## src/rtl/mag_polarity_gate.sv

```systemverilog
module mag_polarity_gate #(
  parameter int W = 24
) (
  input  logic         clk,
  input  logic         rst_n,
  input  logic         pwr_valid,
  input  logic [W-1:0] pwr_word,
  input  logic [2:0]   mode,
  input  logic [W-1:0] nl_thresh,
  input  logic         pulse_evt,
  output logic         out_valid,
  output logic [W-1:0] out_word,
  output logic         rev_flag
);

  localparam logic [63:0]  FLOOR64 = ((64'd1 << (W-1)) * 64'd48) / 64'd10000000;
  localparam logic [W-1:0] DEF_THR = FLOOR64[W-1:0];
  localparam logic [W-1:0] MAX_POS = {1'b0, {(W-1){1'b1}}};
  localparam logic [W-1:0] MIN_NEG = {1'b1, {(W-1){1'b0}}};

  logic         mag_mode;
  logic         is_neg;
  logic [W-1:0] magnitude;
  logic [W-1:0] floor_val;
  logic         blocked;
  logic [W-1:0] result;
  logic         neg_pend;

  assign mag_mode  = mode[1] ^ mode[0];
  assign is_neg    = pwr_word[W-1];
  assign magnitude = (pwr_word == MIN_NEG) ? MAX_POS :
                     is_neg ? (~pwr_word + 1'b1) : pwr_word;
  assign floor_val = (nl_thresh == '0) ? DEF_THR : nl_thresh;
  assign blocked   = magnitude < floor_val;
  assign result    = !mag_mode ? pwr_word : (blocked ? '0 : magnitude);

  always_ff @(posedge clk) begin
    if (!rst_n) begin
      out_valid <= 1'b0;
      out_word  <= '0;
      neg_pend  <= 1'b0;
      rev_flag  <= 1'b0;
    end else begin
      out_valid <= pwr_valid;
      if (pwr_valid) begin
        out_word <= result;
        neg_pend <= mag_mode & is_neg & ~blocked;
      end
      if (pulse_evt && neg_pend)
        rev_flag <= 1'b1;
    end
  end

  p_valid_latency_r2: assert property (@(posedge clk) disable iff (!rst_n)
    pwr_valid |=> out_valid);

  p_valid_only_after_input_r2: assert property (@(posedge clk) disable iff (!rst_n)
    !pwr_valid |=> !out_valid);

  p_mag_non_negative_r4: assert property (@(posedge clk) disable iff (!rst_n)
    (pwr_valid && mag_mode) |=> !out_word[W-1]);

  p_rev_needs_pulse_r8: assert property (@(posedge clk) disable iff (!rst_n)
    (!rev_flag && !pulse_evt) |=> !rev_flag);

  p_rev_sticky_r10: assert property (@(posedge clk) disable iff (!rst_n)
    rev_flag |=> rev_flag);

endmodule

```

## config.mk

```make
export PLATFORM = sky130hd
export DESIGN_NAME = mag_polarity_gate
export DESIGN_NICKNAME = d
export VERILOG_FILES = /design/src/rtl/mag_polarity_gate.sv
export SDC_FILE = /design/constraint.sdc
export NUM_CORES = 1
export LEC_CHECK = 0
export BUFFER_PORTS_ARGS = -buffer_cell sky130_fd_sc_hd__buf_2
export CORE_UTILIZATION = 58
export CTS_BUF_LIST = sky130_fd_sc_hd__clkbuf_2
export DETAILED_ROUTE_END_ITERATION = 6
export PLACE_DENSITY = 0.91
export SLEW_MARGIN = 20
export SYNTH_ARGS = -nofsm -noshare
export SYNTH_HDL_FRONTEND = slang
export SYNTH_SLANG_ARGS = --single-unit
```

## constraint.sdc

```tcl
create_clock -name clk -period 9.9 [get_ports clk]
set_input_delay 0.495 -clock clk [delete_from_list [all_inputs] [get_ports clk]]
set_output_delay 0.495 -clock clk [all_outputs]
set_load 0.005 [all_outputs]
```

* Yosys cells after proc, flatten, opt, wreduce, memory -nomap -nowiden *
Index checks and enable logic that the tools add are counted.

storage, ports and cells
  register bits after elaboration = 27
  output and inout port bits = 26

cells by class
  add/subtract/negate cells = 1
  $lt $le $gt $ge = 1
  eq/ne operators = 1
  mux-type cells = 5
  bitwise logic cells = 5
  reduce and logical (&&, ||, !) cells = 2

operators by type and width
  operator               number
  $mux 24                5
  $add 24x1->24 const B  1
  $eq 24x24->1 const B   1
  $logic_not 24->1       1
  $lt 24x24->1           1
  $not 24->24            1
  $and 1x1->1            2
  $logic_and 1x1->1      1
  $not 1->1              1
  $xor 1x1->1            1

* Depth between registers and ports, before layout *
  depth after elaboration = 7
  mapped depth = 16
  mapped depth without buffers = 14

* Worst setup path before layout *
Ideal clock, no wire load.

  path kind = input -> register
  start point = input pwr_word[1]
  end point = register out_word[22]
  library setup time = 138 ps
  arrival = 3641 ps
  slack = 6121 ps
  cell stages on the path = 15
  buffers on the path = 2
  cell sequence = inv_1 > ha_1 > or3b_2 > clkbuf_4 > or4_4 > o31ai_2 > mux2i_1 > ha_1 > nand4_1 > nor2_1 > o41ai_1 > nand3_1 > o21bai_1 > buf_2 > a31oi_2

between the ends
  cells in the longest elaborated chain, start to end = 7
  elaborated cells on any way between the ends = 8
  classes of those cells = add/sub (1); order compare (1); eq/ne (1); mux (4); bitwise (1)

RTL lines
  item                     RTL line  RTL
  start, declared          7         input logic [W-1:0] pwr_word,
  $not 24->24              32        is_neg ? (~pwr_word + 1'b1) : pwr_word;
  $add 24x1->24            32
  $mux 24                  32
  $mux 24 *                31        assign magnitude = (pwr_word == MIN_NEG) ? MAX_POS :
  $lt 24x24->1             34        assign blocked = magnitude < floor_val;
  $mux 24 * (2 in series)  35        assign result = !mag_mode ? pwr_word : (blocked ? '0 : magnitude);
  end signal, assigned     46        out_word <= result;
  end, declared            12        output logic [W-1:0] out_word,

Every way passes the cells marked *; elsewhere a longest branch is shown, timed or not.
A chain may end at the register's enable or synchronous reset.

* Worst setup path after layout *
  start point = input pwr_word[0]
  end point = register out_word[21]

Same word-level chain as after synthesis.

==> metrics.cfg <==
[status]
status=finished clean

[power]
p_per_area_nw_per_um2=91.8
p_leak_uw=0.00145
worst_ir_drop_vdd_mv=0.0449

[floorplan]
die_w_um=68.8
ios=81
rows=23
initial_core_util=0.625
core_um2=4140
chipHeight_um=68.8
die-area_um2=4730

[final_layout]
drive_gt1_frac=0.259
layout_commonest_cell=buf_2
antenna_cells=0
final_nets=486
fin_util=0.717
fill_cells=348
area_growth_pct=14.8
final_cell_mix=buf_2 (79), nand2_1 (58), inv_1 (27), dfxtp_1 (27), ha_1 (24)
stdcell_area_um2=2970

[timing]
tightest_slew_ps=664
clock_skew_ps=0.103
post-route-period-util=0.421
finalSetupViolations=0
rsz0062_at_grt=false
hold_violations=0
final.min_clock_period_ps=4170
fmax_ghz=0.240
fin_setup_tns_ps=0
slew_viol_final=0
max_slew_margin=0.557

[synthesis]
synth_enable_flop_cells=0
syn_nets=422
synth_cells=343
synthTopCellsByArea=dfxtp_1 (21%), ha_1 (12%), nand2_1 (8.4%)
yosysTopAreaCell=dfxtp_1
ys.flop_type=dfxtp_1
synth_seq_cells=27
synth_top_area_share=0.209
synthArstFlopShare=0
synthDistinctLibCells=55
syn_area_um2=2590
yosysSeqAreaShare=0.209
syn_avg_cell_area_um2=7.55
ys_warn_count=0

[placed_design]
globalplace.congestion=0.922
postPlaceCellArea_um2=2950
io_buffers=79
dp_hpwl_um=5440

[cts]
cts_setup_buffers=0
post_cts_resized=0
htreeDepth=1
clkTransAtPathRegs_ps=260
clockBufferDepth=2
cts_buffers=3
hold_buffers=0
cts_sinks=27
cts_tree=yes
clockRootBuffer=clkbuf_2
clock_latency_ps=360

[flow_run]
cap_violations=0

[global_routing]
grt_use_total=0.308
grt_remaining_overflow=0
grt_max_degree=42
grt_pass1_wl_um=11000
antenna_found_initial=0
grt_pass1_vias=2417

[routing]
antenna_left=0
drcViolationCount=0
post_drt_wl_per_cell_um=15.5
drtIter0Drc=292
wirelength_um=7070
drt_pass1_iterations=5
viasPerCell=6.37
vias=2906

[critical_path]
cp.arrival_ps=4430
cp-start-kind=input port
reg2regPathDepth=2
path_common_cell=ha_1
slowest_delay_ps=580
cp_slowest_cell=or3b_2
worstSetupEndpointType=flip-flop
crit_chain=buf_2, inv_1, ha_1, or3b_2, or4_4, o31ai_2, mux2i_1, ha_1, nand4_1, nor2_1, o41ai_1, nand3_1, o21bai_1, buf_4, a31oi_1
critPathKind=in2reg
required_ps=10150
path_max_fanout=20
r2r_start=out_word[0]$_SDFFE_PN0P_
critPathLaunch=pwr_word[0]

[worst_hold_path]
min_path_type=in2reg
min_path_cells=3
worstHoldStart=pulse_evt

worst max-delay path: cells and delay by family:
| kind | cells | cell delay, ps |
|---|---|---|
| fa+ha+maj | 2 | 470 |
| buf+inv | 3 | 530 |
| mux | 1 | 340 |
| simple gates | 5 | 1500 |
| compound gates | 4 | 1060 |
metrics by stage:
stage,setup slack [ps],std cells,power [µW],hold slack (ps)
finish,5730,456,273,359
global route,5520,456,291,357
CTS,5750,456,272,358
detailed placement,5370,452,228,471
global placement,5420,452,224,460
floorplan,6120,343,189,444
flip-flops by register name (all words and copies together), names as in the netlist:
register and flops:
neg_pend 1, out_word 24, rev_flag 1, out_valid 1
synth_stat cells, types with 6 or more instances:
master and number:
a21oi_1 14, a31oi_1 21, and3_1 11, clkbuf_1 14, dfxtp_1 27, ha_1 24, inv_1 27, mux2i_1 6
nand2_1 58, nor2_1 10, nor4_1 7, o21ai_0 11, o21ai_1 11, o221ai_1 11, o31ai_1 7, xor2_1 12
power breakdown:
group	total [µW]	switching, µW	internal [µW]
registers	120	3.72	116
logic	109	64.4	44.3
clock network	44.4	33.7	10.6
total	273	102	171
metal layers:
layer | global-route usage | share of wire
met1 | 0.445 | 0.44
met2 | 0.462 | 0.45
met3 | 0.0411 | 0.097
met4 | 0.110 | 0.012
met5 | 0 | 0
cells by family after synthesis:
group	count (synthesis)	synth area share
and+or+nand+nor	124	0.259
adders and majority gates	24	0.116
AOI/OAI and AO/OA	97	0.257
muxes	7	0.0276
xor gates and xnor gates	15	0.0508
buffers and inverters	49	0.0812
DFF	27	0.209
area by class of cell:
class	instances	area (µm²)	share of cell area
multi-input cells	267	1840	0.618
flip-flops and latches	27	541	0.182
repair buffers	81	410	0.138
inverters	27	101	0.0341
well taps	50	62.6	0.0210
clock buffers	4	20.0	0.00673
worst paths after layout:
check / to / slack (ps)
hold / removal: rev_flag$_SDFFE_PN0P_ / 360
hold reg to reg: neg_pend$_SDFFE_PN0P_ / 490
setup reg to reg: out_word[0]$_SDFFE_PN0P_ / 8890
setup / recovery: out_word[21]$_SDFFE_PN0P_ / 5730
(Power assumes the default switching activity.)
